## src/rtl/trap_ctrl_pkg.sv

```systemverilog
package trap_ctrl_pkg;

    typedef enum logic [1:0] {
        PRIV_U = 2'd0,
        PRIV_S = 2'd1,
        PRIV_M = 2'd3
    } priv_e;

    typedef enum logic [2:0] {
        REQ_RETIRE = 3'd0,
        REQ_EXC    = 3'd1,
        REQ_IRQ    = 3'd2,
        REQ_MRET   = 3'd3,
        REQ_SRET   = 3'd4
    } req_kind_e;

    typedef enum logic [2:0] {
        ST_IDLE,
        ST_DECIDE,
        ST_TAKE,
        ST_RETURN,
        ST_PASS
    } state_e;

    typedef enum logic [1:0] {
        OP_TRAP_M,
        OP_TRAP_S,
        OP_MRET,
        OP_SRET
    } stack_op_e;

    localparam int B_UIE  = 0;
    localparam int B_SIE  = 1;
    localparam int B_MIE  = 3;
    localparam int B_SPIE = 5;
    localparam int B_MPIE = 7;
    localparam int B_SPP  = 8;
    localparam int B_MPP  = 11;

    localparam logic [31:0] CAUSE_MISALIGNED_FETCH = 32'd0;
    localparam logic [31:0] CAUSE_ILLEGAL          = 32'd2;

endpackage

```

## src/rtl/trap_route.sv

```systemverilog
module trap_route #(
    parameter int XLEN = 32,
    parameter int IDXW = $clog2(XLEN)
) (
    input  logic            is_irq,
    input  logic [IDXW-1:0] cause_idx,
    input  logic [1:0]      cur_priv,
    input  logic [XLEN-1:0] m_edeleg,
    input  logic [XLEN-1:0] m_ideleg,
    input  logic [XLEN-1:0] s_edeleg,
    input  logic [XLEN-1:0] s_ideleg,
    input  logic [3:0]      global_en,
    input  logic [XLEN-1:0] ie_mask,
    output logic [1:0]      target,
    output logic            irq_blocked
);
    logic [XLEN-1:0] m_word, s_word;
    logic            level_en;

    always_comb begin
        m_word = is_irq ? m_ideleg : m_edeleg;
        s_word = is_irq ? s_ideleg : s_edeleg;
        if (!m_word[cause_idx])      target = 2'd3;
        else if (!s_word[cause_idx]) target = 2'd1;
        else                         target = 2'd0;
        // global enable bits sit at the position equal to the privilege code
        level_en    = global_en[cur_priv];
        irq_blocked = is_irq && ((target < cur_priv) ||
                                 ((target == cur_priv) && !level_en) ||
                                 !ie_mask[cause_idx]);
    end
endmodule

```

## src/rtl/trap_vector.sv

```systemverilog
module trap_vector #(
    parameter int XLEN      = 32,
    parameter int IDXW      = $clog2(XLEN),
    parameter bit VECTOR_EN = 1'b1
) (
    input  logic [XLEN-1:0] tvec,
    input  logic [IDXW-1:0] cause_idx,
    output logic [XLEN-1:0] target_pc
);
    generate
        if (VECTOR_EN) begin : g_vectored
            logic [XLEN-1:0] base, offset;
            always_comb begin
                base      = {tvec[XLEN-1:2], 2'b00};
                offset    = XLEN'(cause_idx) << 2;
                target_pc = (tvec[1:0] != 2'b00) ? base + offset : tvec;
            end
        end else begin : g_direct
            assign target_pc = {tvec[XLEN-1:2], 2'b00};
        end
    endgenerate
endmodule

```

## src/rtl/status_stack.sv

```systemverilog
module status_stack
    import trap_ctrl_pkg::*;
#(
    parameter int XLEN = 32
) (
    input  stack_op_e       op,
    input  logic [XLEN-1:0] status,
    input  logic [1:0]      prev_priv,
    output logic [XLEN-1:0] status_out,
    output logic [1:0]      ret_priv
);
    always_comb begin
        status_out = status;
        ret_priv   = prev_priv;
        unique case (op)
            OP_TRAP_M: begin
                status_out[B_MPIE]        = status[B_MIE];
                status_out[B_MPP+1:B_MPP] = prev_priv;
                status_out[B_MIE]         = 1'b0;
            end
            OP_TRAP_S: begin
                status_out[B_SPIE] = status[B_SIE];
                status_out[B_SPP]  = prev_priv[0];
                status_out[B_SIE]  = 1'b0;
            end
            OP_MRET: begin
                ret_priv                  = status[B_MPP+1:B_MPP];
                status_out[B_MIE]         = status[B_MPIE];
                status_out[B_MPIE]        = 1'b1;
                status_out[B_MPP+1:B_MPP] = 2'd0;
            end
            OP_SRET: begin
                ret_priv           = {1'b0, status[B_SPP]};
                status_out[B_SIE]  = status[B_SPIE];
                status_out[B_SPIE] = 1'b1;
                status_out[B_SPP]  = 1'b0;
            end
        endcase
    end
endmodule

```

## src/rtl/trap_ctrl.sv

```systemverilog
module trap_ctrl
    import trap_ctrl_pkg::*;
#(
    parameter int XLEN      = 32,
    parameter bit VECTOR_EN = 1'b1
) (
    input  logic            clk,
    input  logic            rst_n,
    input  logic            req_valid,
    input  logic [2:0]      req_kind,
    input  logic [XLEN-1:0] req_cause,
    input  logic [XLEN-1:0] req_tval,
    input  logic [XLEN-1:0] req_pc,
    input  logic [1:0]      cur_priv,
    input  logic [XLEN-1:0] csr_status,
    input  logic [XLEN-1:0] csr_ie,
    input  logic [XLEN-1:0] csr_m_edeleg,
    input  logic [XLEN-1:0] csr_m_ideleg,
    input  logic [XLEN-1:0] csr_s_edeleg,
    input  logic [XLEN-1:0] csr_s_ideleg,
    input  logic [XLEN-1:0] csr_m_tvec,
    input  logic [XLEN-1:0] csr_s_tvec,
    input  logic [XLEN-1:0] csr_u_tvec,
    input  logic [XLEN-1:0] csr_m_epc,
    input  logic [XLEN-1:0] csr_s_epc,
    output logic            req_ready,
    output logic            done,
    output logic            retire_ok,
    output logic [XLEN-1:0] next_pc,
    output logic [1:0]      new_priv,
    output logic            trap_we,
    output logic [1:0]      trap_level,
    output logic [XLEN-1:0] epc_wdata,
    output logic [XLEN-1:0] cause_wdata,
    output logic [XLEN-1:0] tval_wdata,
    output logic            status_we,
    output logic [XLEN-1:0] status_wdata
);
    localparam int IDXW = $clog2(XLEN);

    state_e          state_q, state_d;
    logic [2:0]      r_kind;
    logic [XLEN-1:0] r_cause, r_tval, r_pc;
    logic [1:0]      r_cur, r_target;
    logic            r_irq;

    logic            d_take, d_ret, d_irq;
    logic [XLEN-1:0] d_cause, d_tval;
    logic [1:0]      route_target;
    logic            route_blocked;
    logic [XLEN-1:0] tvec_sel, vec_pc;
    stack_op_e       op;
    logic [XLEN-1:0] stacked;
    logic [1:0]      ret_priv;

    // classify the latched request
    always_comb begin
        d_take  = 1'b0;
        d_ret   = 1'b0;
        d_irq   = 1'b0;
        d_cause = r_cause;
        d_tval  = r_tval;
        unique case (req_kind_e'(r_kind))
            REQ_RETIRE: if (r_pc[1:0] != 2'b00) begin
                d_take  = 1'b1;
                d_cause = CAUSE_MISALIGNED_FETCH;
                d_tval  = r_pc;
            end
            REQ_EXC:  d_take = 1'b1;
            REQ_IRQ: begin
                d_take = 1'b1;
                d_irq  = 1'b1;
            end
            REQ_MRET: if (r_cur == PRIV_M) d_ret = 1'b1;
                      else begin
                          d_take  = 1'b1;
                          d_cause = CAUSE_ILLEGAL;
                          d_tval  = r_pc;
                      end
            REQ_SRET: if (r_cur != PRIV_U) d_ret = 1'b1;
                      else begin
                          d_take  = 1'b1;
                          d_cause = CAUSE_ILLEGAL;
                          d_tval  = r_pc;
                      end
            default: begin
                d_take  = 1'b1;
                d_cause = CAUSE_ILLEGAL;
                d_tval  = r_pc;
            end
        endcase
    end

    trap_route #(.XLEN(XLEN), .IDXW(IDXW)) u_route (
        .is_irq     (d_irq),
        .cause_idx  (d_cause[IDXW-1:0]),
        .cur_priv   (r_cur),
        .m_edeleg   (csr_m_edeleg),
        .m_ideleg   (csr_m_ideleg),
        .s_edeleg   (csr_s_edeleg),
        .s_ideleg   (csr_s_ideleg),
        .global_en  (csr_status[3:0]),
        .ie_mask    (csr_ie),
        .target     (route_target),
        .irq_blocked(route_blocked)
    );

    always_comb begin
        unique case (r_target)
            PRIV_M:  tvec_sel = csr_m_tvec;
            PRIV_S:  tvec_sel = csr_s_tvec;
            default: tvec_sel = csr_u_tvec;
        endcase
    end

    trap_vector #(.XLEN(XLEN), .IDXW(IDXW), .VECTOR_EN(VECTOR_EN)) u_vec (
        .tvec     (tvec_sel),
        .cause_idx(r_cause[IDXW-1:0]),
        .target_pc(vec_pc)
    );

    always_comb begin
        if (state_q == ST_TAKE) op = (r_target == PRIV_M) ? OP_TRAP_M : OP_TRAP_S;
        else                    op = (r_kind == REQ_MRET) ? OP_MRET : OP_SRET;
    end

    status_stack #(.XLEN(XLEN)) u_stack (
        .op        (op),
        .status    (csr_status),
        .prev_priv (r_cur),
        .status_out(stacked),
        .ret_priv  (ret_priv)
    );

    // next-state logic
    always_comb begin
        state_d = state_q;
        unique case (state_q)
            ST_IDLE:   if (req_valid) state_d = ST_DECIDE;
            ST_DECIDE: begin
                if (d_ret)                         state_d = ST_RETURN;
                else if (d_take && !route_blocked) state_d = ST_TAKE;
                else                               state_d = ST_PASS;
            end
            default:   state_d = ST_IDLE;
        endcase
    end

    always_ff @(posedge clk or negedge rst_n) begin
        if (!rst_n) state_q <= ST_IDLE;
        else        state_q <= state_d;
    end

    always_ff @(posedge clk or negedge rst_n) begin
        if (!rst_n) begin
            r_kind   <= '0;
            r_cause  <= '0;
            r_tval   <= '0;
            r_pc     <= '0;
            r_cur    <= '0;
            r_irq    <= 1'b0;
            r_target <= '0;
        end else if (state_q == ST_IDLE && req_valid) begin
            r_kind  <= req_kind;
            r_cause <= req_cause;
            r_tval  <= req_tval;
            r_pc    <= req_pc;
            r_cur   <= cur_priv;
        end else if (state_q == ST_DECIDE) begin
            r_cause  <= d_cause;
            r_tval   <= d_tval;
            r_irq    <= d_irq;
            r_target <= route_target;
        end
    end

    // output logic
    always_comb begin
        req_ready    = (state_q == ST_IDLE);
        done         = 1'b0;
        retire_ok    = 1'b0;
        next_pc      = r_pc;
        new_priv     = r_cur;
        trap_we      = 1'b0;
        trap_level   = r_target;
        epc_wdata    = r_pc;
        cause_wdata  = r_cause;
        tval_wdata   = r_tval;
        status_we    = 1'b0;
        status_wdata = stacked;
        unique case (state_q)
            ST_TAKE: begin
                done      = 1'b1;
                trap_we   = 1'b1;
                next_pc   = vec_pc;
                new_priv  = r_target;
                status_we = (r_target != PRIV_U);
            end
            ST_RETURN: begin
                done      = 1'b1;
                status_we = 1'b1;
                next_pc   = (r_kind == REQ_MRET) ? csr_m_epc : csr_s_epc;
                new_priv  = ret_priv;
            end
            ST_PASS: begin
                done      = 1'b1;
                retire_ok = !r_irq;
                next_pc   = r_irq ? r_pc : r_pc + XLEN'(4);
            end
            default: ;
        endcase
    end
endmodule

```

## config.mk

```make
export PLATFORM = sky130hd
export DESIGN_NAME = trap_ctrl
export DESIGN_NICKNAME = d
export VERILOG_FILES = /design/src/rtl/trap_ctrl_pkg.sv /design/src/rtl/trap_route.sv /design/src/rtl/trap_vector.sv /design/src/rtl/status_stack.sv /design/src/rtl/trap_ctrl.sv
export SDC_FILE = /design/constraint.sdc
export NUM_CORES = 1
export LEC_CHECK = 0
export BUFFER_PORTS_ARGS = -buffer_cell sky130_fd_sc_hd__buf_2
export CAP_MARGIN = 40
export CORE_AREA = 2 2 246 248
export DETAILED_ROUTE_END_ITERATION = 10
export DIE_AREA = 0 0 248 250
export SLEW_MARGIN = 40
export SYNTH_ARGS = -nofsm -noshare
export SYNTH_HDL_FRONTEND = slang
export SYNTH_HIERARCHICAL = 1
export SYNTH_SLANG_ARGS = --single-unit
```

## constraint.sdc

```tcl
create_clock -name clk -period 4.2 [get_ports clk]
set_input_delay 0.84 -clock clk [delete_from_list [all_inputs] [get_ports clk]]
set_output_delay 0.84 -clock clk [all_outputs]
set_load 0.02 [all_outputs]
```

==> reports/summary.md, run 1 <==
The flow ran to the end, but the final reports show violations. The final reports fail on negative setup slack. The final antenna-violating net count is 0. Summing over every cut layer, the via total after detailed routing is 11,100. The tools report the termination of the worst setup path as next_pc[23]. Library cell used as clock root buffer: clkbuf_16. Summed over all layers, the global routing overflow is 0. In this run the critical register-to-register path is captured at state_q[1]. The transition at the pin with the smallest max-transition slack works out to 0.685 ns. Setup repair after global routing could not meet its margin everywhere. The synthesized-area fraction occupied by ao, oa, aoi and oai cells is 0.187. Critical setup path kind: reg -> out.

The final wirelength is 54,600 microns, and the number of enable flip-flop cells after synthesis is 0. The main combinational cell family by area after synthesis is simple AND/OR/NAND/NOR gates. With fillers left out, the area of the finished cells amounts to 14,700 sq um. The congestion estimate from routability-driven global placement came to 0.897. The max-cap check violation count was 0.

The die covers 62,000 sq um. The initial core utilization was 0.159; the total length of routed met3 wires was 5540 microns. Of all nets on the critical path, the largest fanout is 14. Based on the critical path, the design can be clocked at up to 230 MHz.

Data on the critical path arrives at its endpoint at 3.50 ns. The tools report the final setup violation count as 11. The sink count of the clock tree came out at 107.

The logs give 90 for the site row count and 2,523 for the post-layout instance count excluding filler cells. The run gives 59,600 sq um as the total core area. The HPWL after detailed placement was 45,800 microns. Type of element launching the critical path: a flop.

The cell depth of the worst flop-to-flop path works out to 16. The global-route wire length before repair came out at 75,600 microns. The highest metal layer carrying signal wires in the routed design is met5. Across the routed clock network, the largest skew measured is 0.00582 ns. In the final routing, the length of wire on met1 measures 23,100 microns. Global routing usage summed across all routing layers: 0.171.

The share of flip-flops with an asynchronous set or reset works out to 1.00. During synthesis, Yosys emitted a total of 6 warnings. Arithmetic-cell share of the synthesized area counting full adders, half adders and majority gates: 0.0127. Entering global routing, the biggest net connects 107 pins.

In the final routed layout, each cell accounts on average for 21.6 microns. The die extent in x works out to 248 microns. After synthesis the cells add up to 9480 sq um. The area added between synthesis and finish was 54.9%; the simple-gate area share of the yosys netlist was 0.215. The logs give 9 for the number of buffers inserted during clock tree synthesis and 399 uV for the largest voltage drop on the vdd net.

Total power density per cell area: 832 nW/um^2. The final net count was 2,191. dfrtp_1 takes more of the synthesized area than any other cell. Yosys attributes the largest share of cell area to dfrtp_1 28%, nand2_1 9.3%, mux4_2 9.0%. The number of max-slew violations in the final report was 0.

The beginning of the critical path is trap_level[1]. The total I/O pin count is 625. The logs give 1,111 for the count of mapped cells out of synthesis and 5 for the number of iterations in the first detailed-routing pass. For the initial antenna violation count, the log shows 26. The number of global-route vias before repair is 10,800. TritonCTS built the clock tree. The logs give 0.283 for the proportion of synthesized chip area in sequential cells and 0 for the number of failing hold endpoints at the final stage. The multiplexer share of the synthesized area came out at 0.188.

The total of buffers placed on input and output ports came out at 578. The maximum level of the CTS H-tree is 3. Measured along the y axis, the die boundary spans 250 microns. In the routed layout, each cell is associated on average with a via count of 4.40.

In this run the critical register-to-register path is launched from r_kind[0]. After clock tree synthesis, the clock-pin slew on the worst setup and hold paths is 0.07 ns. The share of the clock period used by the worst path came out at 1.03.

The run gives -0.141 ns as the post-route worst setup slack. Once placement completed, the tool counted placed cells totaling 2,476. The static leakage power was 0.00704 uW; the remaining max-slew budget at the tightest pin was 0.540.

The placed instances occupy a cell area of 13,700 sq um. Subtracting the final worst setup slack from the clock period gives 4.34 ns. The worst-case clock buffer depth is 2.

Detailed routing placed a total of 25,100 microns of wire on met2. For this run, the leading register cell type out of synthesis is dfrtp_1. The share of final-layout standard cells stronger than drive strength 1 is 0.497. The xor/xnor cell area share of the yosys netlist is 0.0379, and the required time at the worst-slack endpoint is 3.36 ns. The share of the synthesized area in the top cell type was 0.283; the number of flip-flops and latches in the synthesized netlist was 107. Counting the fill cells in the layout gives 6,653.

For this block, the initial DRC count from the detailed router was 640. The number of remaining DRC errors is 0, and the post-synthesis average cell area is 8.53 sq um. The clock reaches the later pin of the worst-skew pair after 0.38 ns. The run gives 87 as the post-synthesis cell type count. The number of buffers inserted for hold repair after clock tree synthesis is 0. STA classifies the critical path endpoint as a primary output.

The type of the worst min-delay path is in -> async. For flop-to-flop paths, the worst setup slack is 0.24 ns.
## worst min path at each step
| stage | slack, ns | to | cells past startpoint | start |
|---|---|---|---|---|
| after floorplan | 0.51 | r_irq | 2 | r_irq |
| after global placement | 0.46 | tval_wdata[20] | 2 | tval_wdata[20] |
| after detailed placement | 0.47 | tval_wdata[17] | 2 | tval_wdata[17] |
| after CTS | 0.47 | tval_wdata[25] | 1 | rst_n |
| after global routing | 0.49 | cause_wdata[17] | 1 | rst_n |
| final | 0.47 | tval_wdata[2] | 1 | rst_n |
## area by class of cell
type,instances,area [sq um],share of cell area
multi-input combinational,878,6480,0.442
timing repair buffer,714,4150,0.283
sequential,107,2680,0.183
tap,782,978,0.0666
clock buffer,9,225,0.0153
clock inverter,7,76.3,0.00520
inverter,16,60.1,0.00409
antenna,10,25.0,0.00170
## Yosys cell counts (25+ instances only)
cell type,number
buf_4,35
buf_2,25
a21oi_1,74
mux2i_1,76
dfrtp_1,107
mux4_2,38
o21ai_0,48
nand2_1,236
clkbuf_1,36
nand3_1,28
xnor2_1,25
nor2_1,72
a22o_1,31
## cells in the final DEF (no fill, tap or decap), types with 17 or more instances in the layout
cell type,n
mux2i_1,71
nand3_1,22
nor2_1,69
nand2_1,234
dfrtp_1,103
o21ai_1,23
xnor2_1,22
buf_2,555
nand4_1,17
a21oi_1,63
buf_4,138
a22o_1,31
mux4_2,38
o21ai_0,39
## layer usage
metal / track usage / vias up
met1: 0.217 / 5293
li1: - / 5260
met5: 0 / -
met4: 0.0293 / 34
met2: 0.275 / 433
met3: 0.0682 / 71
## state kept, by name, summed over array words and instances (netlist names)
register,cells
r_irq,1
trap_level,2
cause_wdata,32
r_kind,3
r_cur,2
tval_wdata,32
epc_wdata,32
state_q,3
## cells by family after synthesis
kind of cell	Yosys count
muxes	122
adders and majority gates	9
xor gates and xnor gates	41
other	1
and+or+nand+nor	438
buffers and inverters	127
DFF	107
AOI/OAI and AO/OA	266
## repair_timing
item,CTS,global route
resized for setup,78,37
setup endpoints to repair,27,30
pin swaps,40,23
setup buffers,17,8
## critical path, stage by stage, from the launching register on
cell and delay, ns:
dfrtp_2 0.49, buf_12 0.18, mux2i_1 0.12, a21oi_1 0.38, o211ai_4 0.13, nor4_4 0.28
buf_4 0.18, buf_4 0.17, nand4_1 0.11, xnor2_1 0.26, o21ai_0 0.12, a31o_1 0.23
a21oi_1 0.13, o2bb2a_1 0.15, buf_4 0.16
## metrics by stage
step	setup slack [ns]	util	total power [uW]	TNS, ns	hold WS, ns
2_1_floorplan	0.0634	-	7110	0	0.511
4_1_cts	-0.247	0.242	12200	-2.54	0.471
5_1_grt	-0.351	0.246	13200	-4.64	0.494
3_5_place_dp	-0.533	0.230	10800	-5.68	0.468
6_report	-0.141	0.246	12200	-0.679	0.465
3_3_place_gp	-0.520	0.230	10700	-5.35	0.457
## report_power, final
part	switching, uW	internal (uW)
clock network	438	466
logic	5220	3920
registers	643	1520
total	6300	5910
Power figures use the tool's default switching activity.
==> run 2, diff against run 1 <==
SETUP_SLACK_MARGIN = 0.4   (was unset)
==> run 2 against run 1 <==
Against the previous run: the flow still finishes with violations (negative setup slack); clock power rose by 4.6%; clock skew rose by 0.011 ns; hold slack got worse by 0.033 ns; power rose by 4.4%; first-iteration DRC count rose by 8.9%; final area rose by 2.3%; critical endpoint is now next_pc[31]; largest power group unchanged.
==> reports/summary.md, run 2 (synthesis results as in run 1) <==
The run finished, with violations left. The checks that failed: negative setup slack. The clock latency reported for the late side of the worst-skew pair is 0.39 ns, and the final setup violation count is 21.

The achievable frequency was 226 MHz. Share of power burned in combinational logic: 0.755. The die extent in x works out to 248 microns. No sink is reached through more buffers than the 2 on the longest clock path.

For the register-to-register setup slack, the log shows 0.46 ns. Required time at the worst-slack endpoint: 3.36 ns. The worst register-to-register path ends at state_q[1]. Share of the core filled with cells: 0.252.

The tree is rooted in a clkbuf_16. The leading cell type in the layout, fill and taps excluded was buf_2. The critical setup path kind is reg -> out. Type of the worst min-delay path: in -> async. The run gives 0.929 as the final weighted congestion of routability-driven global placement. Initial antenna violation count: 32. Leaving out fill and tap cells, the most frequent cells in the layout are 550 x buf_2, 235 x nand2_1, 140 x buf_4. Counting cells, the worst reg-to-reg path comes to 16.

The total overflow left after global routing is 0. Max-cap check violation count: 0. The worst setup path is captured at a primary output. The final wirelength was 55,900 microns; the via density per instance was 4.41.

The number of failing hold endpoints at the final stage is 0. The number of remaining DRC errors is 0, and the static leakage power is 0.00717 uW. For the fraction of power consumed by the clock network, the log shows 0.074. The run gives 0.0170 ns as the final clock skew. The run gives 2,203 as the final net count. The total power density per cell area came out at 848 nW/um^2. The first global-routing pass estimated 76,900 microns of wire. The tools report the total I/O pin count as 625.

The share of power burned in registers is 0.171, and the site row count is 90. Area added between synthesis and finish: 58.5%. The number of max-slew violations in the final report came out at 0. The tools report the type of element launching the critical path as a flop. For this design the total switching power over the nets is 6510 uW.

Clock-pin slew was measured on the worst setup and hold paths at 0.09 ns. After detailed routing, the average wire length per cell comes to 22.0 microns. Setup repair after global routing could not meet its margin everywhere.

Data on the critical path arrives at its endpoint at 3.59 ns. The logs give 6 for the number of iterations in the first detailed-routing pass and 0 for the number of buffers inserted for hold repair after clock tree synthesis. The number of global-route vias before repair is 11,000. The internal portion of total power is 6240 uW, and the total die area is 62,000 sq um. CTS built an H-tree with a depth of 3.

The most frequent cell on the critical path is buf_4. The remaining max-slew budget at the tightest pin came out at 0.517. For the largest voltage drop on the vdd net, the log shows 400 uV.

TritonCTS built the clock tree. In this run the standard cell core region covers 59,600 sq um. Die height: 250 microns. The number of DRC violations after detailed-routing iteration 0 is 697, and the maximum fanout encountered on the critical timing path is 9. The logs give -2.79 ns for the final-layout setup total negative slack and 0 for the final antenna-violating net count. The switching share of power is 0.511. Traced cell by cell, the critical path runs through buf_4 -> buf_4 -> buf_4 -> mux2i_1 -> a21oi_1 -> buf_4 -> nand4_1 -> nor3_1 -> nand4_1 -> xnor2_1 -> o21ai_1 -> a31oi_2 -> nor2_1 -> nor4_2 -> buf_4.

The run gives 107 as the sink count of the clock tree. The share of the clock period used by the worst path works out to 1.05. For the total number of vias, the log shows 11,200. For this design, the slowest cell found on the critical path is dfrtp_4. The share of final-layout standard cells stronger than drive strength 1 is 0.515. Buffers inserted during clock tree synthesis total 9.

During placement, the flow inserted port buffers numbering 578. The logs give 0.174 for the global routing usage summed across all routing layers and -0.231 ns for the post-route worst setup slack. The run gives 0.159 as the initial core utilization.

For the pin with the worst max-slew slack, the measured transition is 0.724 ns. The HPWL after detailed placement is 46,400 microns. The worst register-to-register path begins at r_kind[1]. The delay of the slowest critical-path stage came out at 0.53 ns. The final critical delay including setup and external delays is 4.43 ns. Entering global routing, the biggest net connects 73 pins.
## run 2: cell types whose count changed in the layout (fill, tap and decap cells not counted), sizes merged
cell	change
clkinv	-1
buf	+13
clkinvlp	-2
diode	+5
inv	+2
## run 2: power groups by stage
stage	combinational (uW)	clock, uW	sequential (uW)
global route	10400	1020	2270
detailed placement	8480	0	2220
CTS	9340	989	2200
floorplan	4710	0	2450
finish	9620	946	2180
global placement	8380	0	2230
## run 2: worst max path at each step
stage             startpoint          end  slack, ns  cells after the start
2_1_floorplan  csr_m_tvec[2]  next_pc[20]       0.42                     11
3_5_place_dp   csr_m_tvec[2]  next_pc[26]      -0.50                     15
5_1_grt        trap_level[1]  next_pc[31]      -0.44                     17
4_1_cts        trap_level[1]  next_pc[31]      -0.35                     17
6_report       trap_level[1]  next_pc[31]      -0.23                     15
3_3_place_gp   csr_m_tvec[2]  next_pc[26]      -0.51                     15
## run 2: timing repair
action                                 4_1_cts  5_1_grt
pin swaps                                   53       55
setup buffers                               28        8
setup endpoints to repair                   33       33
endpoints found under the hold margin        0        0
gates cloned                                 1        0
gates resized for setup                    106       68
## run 2: per-stage QoR
step / instance area (sq um) / power, uW / hold slack (ns) / worst slack (ns) / std cells
3_3_place_gp: 13600 / 10600 / 0.457 / -0.509 / 2470
5_1_grt: 15000 / 13700 / 0.488 / -0.439 / 2529
3_5_place_dp: 13700 / 10700 / 0.469 / -0.495 / 2472
2_1_floorplan: 9550 / 7170 / 0.511 / 0.425 / 1112
6_report: 15000 / 12700 / 0.432 / -0.231 / 2540
4_1_cts: 14600 / 12500 / 0.480 / -0.348 / 2517
## run 2: area by class of cell
cell class	count	area (sq um)
Multi-Input combinational cell	878	6660
Tap cell	782	978
Inverter	16	60.1
Clock inverter	6	70.1
Clock buffer	10	239
Antenna cell	15	37.5
Timing Repair Buffer	726	4290
Fill cell	6615	44500
Sequential cell	107	2690
## run 2: worst max-delay path: cells and delay by family, from the launching register on
family | cells | cell delay (ns)
flip-flops | 1 | 0.53
buffers and inverters | 5 | 0.89
XOR/XNOR | 1 | 0.20
multiplexers | 1 | 0.12
AND/OR/NAND/NOR | 5 | 0.91
AO/OA/AOI/OAI | 3 | 0.54
## run 2: per-layer routing
layer	vias to the layer above	global-route usage	part of all wire
li1	5297	-	-
met4	36	0.0481	0.023
met1	5329	0.223	0.42
met2	451	0.267	0.44
met5	-	0.00397	0.0043
met3	85	0.0725	0.11
==> run 3, diff against run 2 <==
CELL_PAD_IN_SITES_DETAIL_PLACEMENT = 0   (was unset)
CELL_PAD_IN_SITES_GLOBAL_PLACEMENT = 1   (was unset)
CORE_AREA = 2 2 241 243   (was 2 2 246 248)
CTS_CLUSTER_SIZE = 40   (was unset)
DIE_AREA = 0 0 243 245   (was 0 0 248 250)
PLACE_DENSITY_LB_ADDON = 0.1   (was unset)
==> run 3 against run 2 <==
Against the previous run: the flow still finishes with violations (negative setup slack); non-clock buffer count down 13; register-to-register slack worse by 0.14 ns; critical path depth unchanged; die area down 4.0%; via count down 1.9%; sequential power about the same; flip-flop and latch count unchanged; global-route usage up 1.1 points; cell count down 1.5%; critical path type unchanged; highest routed layer unchanged.
==> reports/summary.md, run 3 (synthesis results as in run 1) <==
The worst setup path is of the reg -> out kind. The clock reaches the later pin of the worst-skew pair after 0.40 ns. For this run, the number of standard cells in the final layout without fillers is 2,503. The tools report the met3 demand-to-capacity share in global routing as 0.0477.

The maximum level of the CTS H-tree is 3. The tools report the number of max-slew violations in the final report as 0. The final route contains 11,000 vias. The run gives 9 as the number of buffers inserted during clock tree synthesis. The run gives 11,600 as the number of global-route vias before repair. 625 I/O pins were placed. The routed wirelength normalized by instance count works out to 22.6 microns. The HPWL after detailed placement was 46,100 microns. The remaining max-slew budget at the tightest pin is 0.483, and the total die area is 59,500 sq um. The routing usage on met1 is 0.237, and the total power density per cell area is 856 nW/um^2. For the global-route wire length before repair, the log shows 81,000 microns.

In the final design database the tool counted 2,190 nets. Die extent in x: 243 microns. After global routing, the most crowded layer is met2.

The total core area was 57,000 sq um. Setup repair after global routing could not meet its margin everywhere. The post-route worst setup slack came out at -0.181 ns.

Via density per instance: 4.39. Startpoint of the worst-slack reg-to-reg timing path: r_kind[0]. At the pin with the least slew margin, the transition time is 0.776 ns.

After global routing the overflow that remains totals 0. The area added between synthesis and finish is 55.8%. The number of iterations in the first detailed-routing pass was 5; the required time at the worst-slack endpoint was 3.36 ns. The share of the clock period used by the worst path works out to 1.04. The post-CTS clock slew at the launch and capture registers of the worst setup and hold paths was 0.09 ns. The run gives 0 as the final antenna-violating net count. Leaving out fill and tap cells, the most frequent cells in the layout are 551 x buf_2, 233 x nand2_1, 133 x buf_4.

The checks that failed: negative setup slack. STA classifies the critical path endpoint as a primary output. The max-cap check violation count is 0, and the total of buffers placed on input and output ports is 578.

For the final setup violation count, the log shows 16. For this run, design rule violations remaining after detail routing come to 0. Static timing analysis puts the maximum clock frequency at 228 MHz. The met2 capacity usage during global routing is 0.317.

The share of final-layout standard cells stronger than drive strength 1 came out at 0.506. In this run, post-CTS hold repair placed 0 buffers. For the initial antenna violation count, the log shows 14. The site row count was 88; the cell count after placement was 2,442. Counting every sink on the clock net gives 107.

The largest voltage drop on the vdd net is 306 uV. In this run the worst path has a maximum fanout of 4. The logs give 0.166 for the initial core utilization and 0.420 ns for the smallest hold slack.

In this run, the number of DRC markers left after iteration 0 of detailed routing was 521. The type of element launching the critical path is a flop. The final wirelength was 56,600 microns; the final weighted congestion of routability-driven global placement was 0.852. In this run the static leakage power is 0.00710 uW.

Type of the worst min-delay path: in -> async. The leading cell type in the layout, fill and taps excluded was buf_2. Number of failing hold endpoints at the final stage: 0. The tools report the global routing usage summed across all routing layers as 0.186.

Data arrival time at the worst-slack endpoint: 3.54 ns. In this run the worst setup path begins at trap_level[1]. The run finished, with violations left. Entering global routing, the biggest net connects 63 pins. On the final layout, the worst clock skew is 0.0126 ns. The library cell used as clock root buffer is clkbuf_16. In this run the deepest clock path goes through 2 buffers. The share of the core filled with cells is 0.259, and the die height is 245 microns.

TritonCTS built the clock tree. The final-layout setup total negative slack is -1.54 ns. The design draws 12,600 uW.

The smallest clock period supported by the final layout is computed as 4.38 ns.
run 3: repair_timing:
action,in CTS,in global routing
pin swaps,46,19
endpoints found under the hold margin,0,0
gates cloned,0,3
buffers inserted,15,19
setup endpoints to repair,32,42
resized for setup,111,28
run 3: metrics by stage:
step | instance area, sq um | setup slack [ns]
3_5_place_dp | 13600 | -0.187
6_report | 14800 | -0.181
5_1_grt | 14800 | -0.371
4_1_cts | 14400 | -0.168
2_1_floorplan | 9550 | 0.425
3_3_place_gp | 13600 | -0.0930
run 3: layout make-up:
class,instances,area (sq um)
Fill cell,6464,42300
Inverter,16,60.1
Tap cell,765,957
Timing Repair Buffer,713,4180
Antenna cell,8,20.0
Clock buffer,9,225
Multi-Input combinational cell,878,6560
Clock inverter,7,86.3
Sequential cell,107,2690
run 3: worst paths after layout:
path                                   to  slack, ns  cells past startpoint
max reg2reg                    state_q[1]       0.32                     17
min                        tval_wdata[16]       0.42                      1
min reg2reg                tval_wdata[15]       0.48                      2
min in group clk           tval_wdata[15]       0.48                      2
max                           next_pc[18]      -0.18                     15
max in group asynchronous   tval_wdata[4]       2.99                      2
run 3: report_power, final:
group	leakage [uW]	total [uW]	internal [uW]	switching [uW]
registers	0.00133	2170	1520	654
logic	0.00562	9500	4070	5430
clock network	0.000151	960	432	528
run 3: routing by layer:
| metal | wire length, microns | vias up |
|---|---|---|
| met2 | 27500 | 314 |
| met4 | 749 | 8 |
| li1 | - | 5260 |
| met5 | 35 | - |
| met1 | 25100 | 5359 |
| met3 | 3270 | 48 |
run 3: worst max-delay path: stages (launching register included):
cell	delay, ns
dfrtp_2	0.48
buf_6	0.15
mux2i_1	0.21
a21oi_2	0.08
ha_2	0.20
fa_2	0.36
a21o_1	0.21
a22oi_2	0.26
nor3_2	0.09
xor2_1	0.17
o21ai_1	0.07
a31oi_1	0.28
buf_4	0.19
a211o_1	0.09
o221a_2	0.17
buf_6	0.12
